**src/rtl/vra_pkg.sv**
```systemverilog
// Shared constants and types for the vector realigner.
// Assumes a fixed 16-byte memory word and vector.
package vra_pkg;
    localparam int VB    = 16;
    localparam int OFF_W = $clog2(VB);
    localparam int VEC_W = 8 * VB;

    typedef logic [VEC_W-1:0] vec_t;
    typedef logic [OFF_W-1:0] off_t;

    // Attributes of a read that are carried to the cycle its data returns
    typedef struct packed {
        logic vld;   // a read was issued
        logic keep;  // returned word becomes the lower word
        logic emit;  // returned word is the upper word of a result
        off_t off;   // misalignment used for this result
    } tag_t;
endpackage

```
**src/rtl/vra_sel_gen.sv**
```systemverilog
// Builds the per-lane byte-select pattern from the misalignment.
// Lane i selects byte off+i of the 32-byte pair. Purely combinational.
module vra_sel_gen
    import vra_pkg::*;
(
    input  off_t                   off,
    output logic [VB-1:0][OFF_W:0] sel
);
    for (genvar g = 0; g < VB; g++) begin : g_lane
        // shift-left pattern: lane index plus offset
        assign sel[g] = {1'b0, off} + (OFF_W + 1)'(g);
    end
endmodule

```
**src/rtl/vra_lane_mux.sv**
```systemverilog
// Byte permute: each result lane picks one byte of {hi_w, lo_w}.
// Assumes select values below 2*VB. Purely combinational.
module vra_lane_mux
    import vra_pkg::*;
(
    input  vec_t                   lo_w,
    input  vec_t                   hi_w,
    input  logic [VB-1:0][OFF_W:0] sel,
    output vec_t                   res
);
    logic [2*VEC_W-1:0] pair;
    assign pair = {hi_w, lo_w};

    for (genvar g = 0; g < VB; g++) begin : g_lane
        // select one byte of the concatenated pair
        assign res[8*g +: 8] = pair[8*sel[g] +: 8];
    end
endmodule

```
**src/rtl/vra_seq.sv**
```systemverilog
// Job sequencer: accepts a job, generates aligned read addresses and
// tags every read with its role (lower word, upper word, offset).
// Assumes a memory with one cycle of read latency and no back-pressure.
module vra_seq
    import vra_pkg::*;
#(
    parameter int ADDR_W = 16,
    parameter int CNT_W  = 8
) (
    input  logic              clk,
    input  logic              rst_n,
    input  logic              start,
    input  logic [ADDR_W-1:0] base_addr,
    input  logic [ADDR_W-1:0] stride,
    input  logic [CNT_W-1:0]  vec_count,
    output logic              busy,
    output logic              done,
    output logic              rd_en,
    output logic [ADDR_W-1:0] rd_addr,
    output tag_t              tag_q
);
    typedef enum logic {S_IDLE, S_RUN} st_t;

    localparam logic [ADDR_W-1:0] WORD_STEP = ADDR_W'(VB);

    st_t               st_q;
    logic [CNT_W:0]    issue_left_q;
    logic [CNT_W-1:0]  out_left_q;
    logic              unit_q, first_q, phase_q;
    logic [ADDR_W-1:0] vec_addr_q, stride_q, rd_ptr_q;
    off_t              off_q;
    logic              done_q;
    logic [ADDR_W-1:0] lo_cur;
    logic              keep_c, emit_c, emit_now;

    // aligned word holding the current general-mode vector start
    assign lo_cur   = {vec_addr_q[ADDR_W-1:OFF_W], {OFF_W{1'b0}}};
    assign rd_en    = (st_q == S_RUN) && (issue_left_q != '0);
    assign rd_addr  = unit_q ? rd_ptr_q : (phase_q ? lo_cur + WORD_STEP : lo_cur);
    assign keep_c   = unit_q | ~phase_q;
    assign emit_c   = unit_q ? ~first_q : phase_q;
    assign emit_now = tag_q.vld && tag_q.emit;
    assign busy     = (st_q == S_RUN);
    assign done     = done_q;

    // job state, address walk and read tagging
    always_ff @(posedge clk) begin
        if (!rst_n) begin
            st_q         <= S_IDLE;
            issue_left_q <= '0;
            out_left_q   <= '0;
            unit_q       <= 1'b0;
            first_q      <= 1'b0;
            phase_q      <= 1'b0;
            vec_addr_q   <= '0;
            stride_q     <= '0;
            rd_ptr_q     <= '0;
            off_q        <= '0;
            done_q       <= 1'b0;
            tag_q        <= '0;
        end else begin
            done_q    <= 1'b0;
            tag_q.vld  <= rd_en;
            tag_q.keep <= keep_c;
            tag_q.emit <= emit_c;
            tag_q.off  <= unit_q ? off_q : vec_addr_q[OFF_W-1:0];
            case (st_q)
                S_IDLE: begin
                    if (start) begin
                        if (vec_count == '0) begin
                            done_q <= 1'b1;
                        end else begin
                            st_q       <= S_RUN;
                            unit_q     <= (stride == WORD_STEP);
                            issue_left_q <= (stride == WORD_STEP)
                                          ? (CNT_W + 1)'(vec_count) + 1'b1
                                          : {vec_count, 1'b0};
                            out_left_q <= vec_count;
                            first_q    <= 1'b1;
                            phase_q    <= 1'b0;
                            vec_addr_q <= base_addr;
                            stride_q   <= stride;
                            rd_ptr_q   <= {base_addr[ADDR_W-1:OFF_W], {OFF_W{1'b0}}};
                            off_q      <= base_addr[OFF_W-1:0];
                        end
                    end
                end
                S_RUN: begin
                    if (rd_en) begin
                        issue_left_q <= issue_left_q - 1'b1;
                        first_q      <= 1'b0;
                        if (unit_q) begin
                            rd_ptr_q <= rd_ptr_q + WORD_STEP;
                        end else begin
                            phase_q <= ~phase_q;
                            if (phase_q) vec_addr_q <= vec_addr_q + stride_q;
                        end
                    end
                    if (emit_now) begin
                        out_left_q <= out_left_q - 1'b1;
                        if (out_left_q == CNT_W'(1)) begin
                            st_q   <= S_IDLE;
                            done_q <= 1'b1;
                        end
                    end
                end
                default: st_q <= S_IDLE;
            endcase
        end
    end

    p_aligned_r1: assert property (@(posedge clk) disable iff (!rst_n)
        rd_en |-> (rd_addr[OFF_W-1:0] == '0));

    p_pair_r2: assert property (@(posedge clk) disable iff (!rst_n)
        (rd_en && !unit_q && phase_q) |-> (rd_addr == $past(rd_addr) + WORD_STEP));

    p_stream_r5: assert property (@(posedge clk) disable iff (!rst_n)
        (rd_en && unit_q && !first_q) |-> (rd_addr == $past(rd_addr) + WORD_STEP));

    p_no_extra_r8: assert property (@(posedge clk) disable iff (!rst_n)
        emit_now |-> (out_left_q != '0));
endmodule

```
**src/rtl/vec_realign.sv**
```systemverilog
// Top: realigned 16-byte vector loads from an aligned-word memory.
// Keeps the lower word of each pair and permutes it with the upper word
// when that returns. Assumes one-cycle memory read latency.
module vec_realign
    import vra_pkg::*;
#(
    parameter int ADDR_W = 16,
    parameter int CNT_W  = 8
) (
    input  logic              clk,
    input  logic              rst_n,
    input  logic              start,
    input  logic [ADDR_W-1:0] base_addr,
    input  logic [ADDR_W-1:0] stride,
    input  logic [CNT_W-1:0]  vec_count,
    output logic              busy,
    output logic              done,
    output logic              mem_rd_en,
    output logic [ADDR_W-1:0] mem_rd_addr,
    input  logic [VEC_W-1:0]  mem_rd_data,
    output logic              out_valid,
    output logic [VEC_W-1:0]  out_data
);
    tag_t                   tag;
    logic [VB-1:0][OFF_W:0] sel;
    vec_t                   lo_q, merged;

    vra_seq #(.ADDR_W(ADDR_W), .CNT_W(CNT_W)) u_seq (
        .clk       (clk),
        .rst_n     (rst_n),
        .start     (start),
        .base_addr (base_addr),
        .stride    (stride),
        .vec_count (vec_count),
        .busy      (busy),
        .done      (done),
        .rd_en     (mem_rd_en),
        .rd_addr   (mem_rd_addr),
        .tag_q     (tag)
    );

    vra_sel_gen u_sel (
        .off (tag.off),
        .sel (sel)
    );

    vra_lane_mux u_mux (
        .lo_w (lo_q),
        .hi_w (mem_rd_data),
        .sel  (sel),
        .res  (merged)
    );

    // capture lower words and register merged results
    always_ff @(posedge clk) begin
        if (!rst_n) begin
            lo_q      <= '0;
            out_valid <= 1'b0;
            out_data  <= '0;
        end else begin
            out_valid <= tag.vld && tag.emit;
            if (tag.vld && tag.emit) out_data <= merged;
            if (tag.vld && tag.keep) lo_q <= mem_rd_data;
        end
    end

    p_done_last_r7: assert property (@(posedge clk) disable iff (!rst_n)
        (done && busy == 1'b0 && $past(busy)) |-> out_valid);

    p_done_pulse_r7: assert property (@(posedge clk) disable iff (!rst_n)
        done |=> !done);

    p_idle_quiet_r8: assert property (@(posedge clk) disable iff (!rst_n)
        !busy |-> !mem_rd_en);
endmodule

```
**config.mk**
```make
export PLATFORM = sky130hd
export DESIGN_NAME = vec_realign
export DESIGN_NICKNAME = d
export VERILOG_FILES = /design/src/rtl/vra_pkg.sv /design/src/rtl/vra_sel_gen.sv /design/src/rtl/vra_lane_mux.sv /design/src/rtl/vra_seq.sv /design/src/rtl/vec_realign.sv
export SDC_FILE = /design/constraint.sdc
export NUM_CORES = 1
export LEC_CHECK = 0
export BUFFER_PORTS_ARGS = -buffer_cell sky130_fd_sc_hd__buf_2
export CAP_MARGIN = 20
export CORE_ASPECT_RATIO = 1.75
export CORE_MARGIN = 2
export CORE_UTILIZATION = 63
export CTS_CLUSTER_SIZE = 20
export DETAILED_ROUTE_END_ITERATION = 10
export GPL_TIMING_DRIVEN = 0
export PLACE_DENSITY = 0.87
export SETUP_SLACK_MARGIN = 0.1
export SYNTH_ARGS = -nofsm -noshare
export SYNTH_HDL_FRONTEND = slang
export SYNTH_SLANG_ARGS = --single-unit
export TNS_END_PERCENT = 20
```
**constraint.sdc**
```tcl
create_clock -name clk -period 6.9 [get_ports clk]
set_input_delay 0 -clock clk [delete_from_list [all_inputs] [get_ports clk]]
set_output_delay 0 -clock clk [all_outputs]
set_load 0.1 [all_outputs]
```
==> impl_metrics.ini, run 1 <==
[logic_synthesis]
async_flop_share_pct = 0
ys_ff_latch = 334
yosys_most_used_dff = dfxtp_1
yosys-top-cells-area = dfxtp_1 (32%), mux2i_1 (25%), nand2_1 (9.0%)
yosysTopAreaCellShare_pct = 32.4
seq_area_frac_synth_pct = 32.4
synth.distinct_cells = 66
synth.largest_area_cell = dfxtp_1
netlist_instances = 2332
synth_edf_count = 0
syn_area_per_cell_um2 = 8.85
syn_area_um2 = 20600
yosysWarnings = 0

[floorplanning]
io_pins = 319
placementRows = 87
die_h_um = 243
initial_core_util_pct = 64.0
die_x_um = 141

[clock_network]
clk_path_buf_depth = 3
numCtsBuffers = 30
htreeDepth = 1
cts.repair.resized = 0
clkSinkCount = 334
clock-root-buffer = clkbuf_16

[placement]
place_area_um2 = 22700
place_inst = 3044
place_congestion = 1.37
place_hpwl_mm = 85.7
port_buffers = 309

[global_routing]
grt_usage_pct = 82.9
grt_pass1_wl_mm = 216
overflow = 364
first_global_vias = 28800
grt_max_degree = 17

[status]
haltStage = global routing
status = did not finish
error_message = [ERROR GRT-0116] Global routing finished with congestion. Check the congestion regions in the DRC Viewer.
-- metal layers --
layer / GRT overflow / GRT usage, %
met4: 154 / 88.1
met3: 7 / 68.2
met2: 201 / 98.7
met5: 1 / 22.8
met1: 1 / 81.2
-- cells in the mapped netlist, types with 3 or more instances --
| library cell | count |
|---|---|
| mux2i_1 | 505 |
| nand2_1 | 494 |
| dfxtp_1 | 334 |
| a21oi_1 | 225 |
| clkbuf_1 | 137 |
| o221ai_1 | 129 |
| mux4_2 | 64 |
| nor2_1 | 57 |
| buf_2 | 36 |
| o21ai_0 | 34 |
| buf_1 | 29 |
| a211oi_1 | 27 |
| ha_1 | 22 |
| nor2b_1 | 21 |
| nand3_1 | 19 |
| o211ai_1 | 14 |
| nor3_1 | 13 |
| inv_1 | 12 |
| xnor2_1 | 12 |
| xor2_1 | 11 |
| nand4_1 | 10 |
| and3_1 | 9 |
| o21ai_1 | 9 |
| nand2b_1 | 8 |
| o31ai_1 | 8 |
| a31oi_1 | 7 |
| nor4_1 | 7 |
| o22ai_1 | 6 |
| a21o_1 | 5 |
| buf_4 | 5 |
| a32oi_1 | 4 |
| o2bb2ai_1 | 4 |
| a211o_1 | 3 |
| a22oi_1 | 3 |
| and2_1 | 3 |
| or4_1 | 3 |
-- logic make-up after synthesis --
family	Yosys count	synth area share (%)
flops	334	32.4
xor+xnor	23	0.977
fa+ha+maj	23	1.43
other cells	1	0.0182
mux	569	31.5
compound gates	503	16.1
simple gates	658	13.2
buf+inv	221	4.33
-- through the flow --
stage,worst slack (ps),hold WS (ps)
4_1_cts,3530,16.6
3_5_place_dp,3560,258
3_3_place_gp,3550,248
2_1_floorplan,3440,136
-- timing repair --
| action | 4_1_cts |
|---|---|
| hold endpoints to repair | 188 |
| setup buffers | 0 |
| hold buffers | 168 |
==> run 2, diff against run 1 <==
--- a/config.mk
+++ b/config.mk
@@ -7,14 +7,11 @@
 export LEC_CHECK = 0
 export BUFFER_PORTS_ARGS = -buffer_cell sky130_fd_sc_hd__buf_2
 export CAP_MARGIN = 20
-export CORE_ASPECT_RATIO = 1.75
 export CORE_MARGIN = 2
-export CORE_UTILIZATION = 63
-export CTS_CLUSTER_SIZE = 20
+export CORE_UTILIZATION = 40
 export DETAILED_ROUTE_END_ITERATION = 10
 export GPL_TIMING_DRIVEN = 0
-export PLACE_DENSITY = 0.87
-export SETUP_SLACK_MARGIN = 0.1
+export PLACE_DENSITY_LB_ADDON = 0.15
 export SYNTH_ARGS = -nofsm -noshare
 export SYNTH_HDL_FRONTEND = slang
 export SYNTH_SLANG_ARGS = --single-unit
==> run 2 against run 1 <==
- the run now ends clean
- area after synthesis did not move
- synthesized cell count did not move
==> impl_metrics.ini, run 2 <==
[flow_run]
drv_cap = 0

[setup_path]
cp-end-kind = register
cp_num_buf_inv = 3
crit_cells = 7
path_cells = clkbuf_1, buf_2, buf_2, mux2i_1, mux2i_1, mux2i_1, o221ai_1
path_max_fanout = 10
crit_arrival_ps = 4390
critPathLaunch = u_seq.tag_q[0]
crit_end = out_data[94]
required_ps = 7330
crit_path_top_delay_cell = mux2i_1
path_delay_family = multiplexers
rr_worst_depth = 7
reg2reg_to = out_data[94]
max_stage_delay_ps = 890
path_common_cell = mux2i_1
path_class = reg2reg
reg2reg_slack_ps = 2940
rr_startpoint = u_seq.tag_q[0]
start_kind = register

[logic_synthesis]
yosys_most_used_dff = dfxtp_1
synth_common_cells = mux2i_1 (505), nand2_1 (494), dfxtp_1 (334)
seq_area_frac_synth_pct = 32.4
yosysMostFrequentCell = mux2i_1
async_flop_share_pct = 0
synth_edf_count = 0
netlist_instances = 2332
synth.distinct_cells = 66
syn_area_per_cell_um2 = 8.85
yosysWarnings = 0
ys_ff_latch = 334
syn_area_um2 = 20600
yosysTopAreaCellShare_pct = 32.4
yosys-top-cells-area = dfxtp_1 (32%), mux2i_1 (25%), nand2_1 (9.0%)
synth.largest_area_cell = dfxtp_1

[status]
status = completed

[global_routing]
grt_antenna_before_repair = 8
met3_usage_pct = 9.55
grt_usage_pct = 43.3
overflow = 0
first_global_vias = 21200
top_usage_layer = met2
grt_use_met1_pct = 57.7
grt_max_degree = 14
grt_util_met2_pct = 64.1
grt_pass1_wl_mm = 162

[power_and_ir_drop]
leakage_nw = 9.05
p_per_area_nw_per_um2 = 216
ir_worst_vdd_mv = 0.157

[floorplanning]
core_area_um2 = 51200
die_x_um = 231
io_pins = 319
die_h_um = 231
die-area_um2 = 53400
initial_core_util_pct = 40.3
placementRows = 83

[layout]
layout_common_cells = mux2i_1 (505), nand2_1 (494), buf_2 (345), dfxtp_1 (334), a21oi_1 (225)
drive_above_1_share_pct = 17.0
area_growth_pct = 26.5
n_fill_cell = 4872
top_regs = lo_q: 128 flops, out_data: 128 flops
nNetsFinal = 3049
finish.instance_area_um2 = 26100
final_util_pct = 51.0
final_common_cell = mux2i_1

[routing]
routed_wl_mm = 119
wire_per_inst_um = 33.3
firstDrtPassIters = 7
drc = 0
vias = 22700
dr.first_iter.drc_count = 3289
vias_per_cell = 6.35
drt.antenna.violating_nets = 0

[clock_network]
clkTransAtPathRegs_ps = 60
clkSinkCount = 334
numCtsBuffers = 40
clk_path_buf_depth = 3
insertion_delay_ps = 590
clock-root-buffer = clkbuf_16
post_cts_buffers = 0
cts_tree = yes
htreeDepth = 2

[sta]
tightest_slew_ps = 1180
finalSetupViolCount = 0
hold_slack_ps = 92.9
relSlewSlack_pct = 19.2
rsz0062_at_grt = no
hold_viol_final = 0
drv_slew = 0
period_minus_slack_ps = 3960
post-route-period-util_pct = 57.4
tns_ps = 0
fin_skew_ps = 19.5
max_freq_ghz = 0.252

[worst_hold_path]
hp-class = in2reg
min-delay-start = vec_count[4]

[placement]
place_area_um2 = 23000
place_hpwl_mm = 97.0
port_buffers = 309
place_congestion = 1.10
==> run 2: cell counts after synthesis <==
Identical to the previous run, type by type.
==> run 2: what timing repair did <==
item / CTS / global route
hold buffers: 169 / 0
endpoints found under the hold margin: 189 / 0
resized for setup: 0 / 0
==> run 2: logic make-up after synthesis <==
| group | Yosys count | share of synthesized area [%] |
|---|---|---|
| xor+xnor | 23 | 0.977 |
| compound gates | 503 | 16.1 |
| mux | 569 | 31.5 |
| buf+inv | 221 | 4.33 |
| simple gates | 658 | 13.2 |
| other cells | 1 | 0.0182 |
| fa+ha+maj | 23 | 1.43 |
| flops | 334 | 32.4 |
==> run 2: metal layers <==
| metal | part of all wire (%) | routed length, um |
|---|---|---|
| met2 | 42 | 49900 |
| met4 | 6.9 | 8210 |
| met1 | 41 | 48300 |
| met5 | 0.050 | 60 |
| met3 | 10 | 12500 |
==> run 2: through the flow <==
| step | worst slack [ps] | instances | total power, mW |
|---|---|---|---|
| after floorplan | 3440 | 2335 | 2.76 |
| final | 2940 | 3571 | 5.63 |
| after global routing | 2970 | 3570 | 5.73 |
| after global placement | 3270 | 3324 | 3.26 |
| after CTS | 3300 | 3566 | 5.56 |
| after detailed placement | 3340 | 3324 | 3.26 |
==> run 2: how the worst min path moves through the flow <==
stage | endpoint | cells past startpoint
2_1_floorplan | lo_q[0] | 2
3_3_place_gp | lo_q[121] | 3
3_5_place_dp | lo_q[124] | 3
4_1_cts | u_seq.out_left_q[4] | 5
5_1_grt | u_seq.issue_left_q[4] | 3
6_report | u_seq.issue_left_q[4] | 3
==> run 2: cell type report <==
| class | count | area, um^2 | area share (%) |
|---|---|---|---|
| inverter | 14 | 52.6 | 0.201 |
| sequential | 334 | 6690 | 25.6 |
| buffer | 207 | 841 | 3.22 |
| clock buffer | 53 | 1130 | 4.33 |
| clock inverter | 20 | 231 | 0.887 |
| multi-input combinational | 1780 | 13100 | 50.0 |
| timing repair buffer | 478 | 3240 | 12.4 |
| tap | 680 | 851 | 3.26 |
| antenna | 5 | 12.5 | 0.0479 |
==> run 2: tightest hold or removal path, delay by kind of cell <==
| family | cells | cell delay, ps |
|---|---|---|
| compound gates | 2 | 380 |
| buf+inv | 1 | 220 |
==> run 2: report_power, final <==
part / total [mW] / switching (mW) / leakage [nW] / internal [mW]
sequential: 2.06 / 0.0685 / 2.71 / 1.99
combinational: 1.31 / 0.895 / 5.67 / 0.419
clock: 2.26 / 0.946 / 0.673 / 1.31
total: 5.63 / 1.91 / 9.05 / 3.72
No activity file was read; power rests on OpenSTA's default activity.
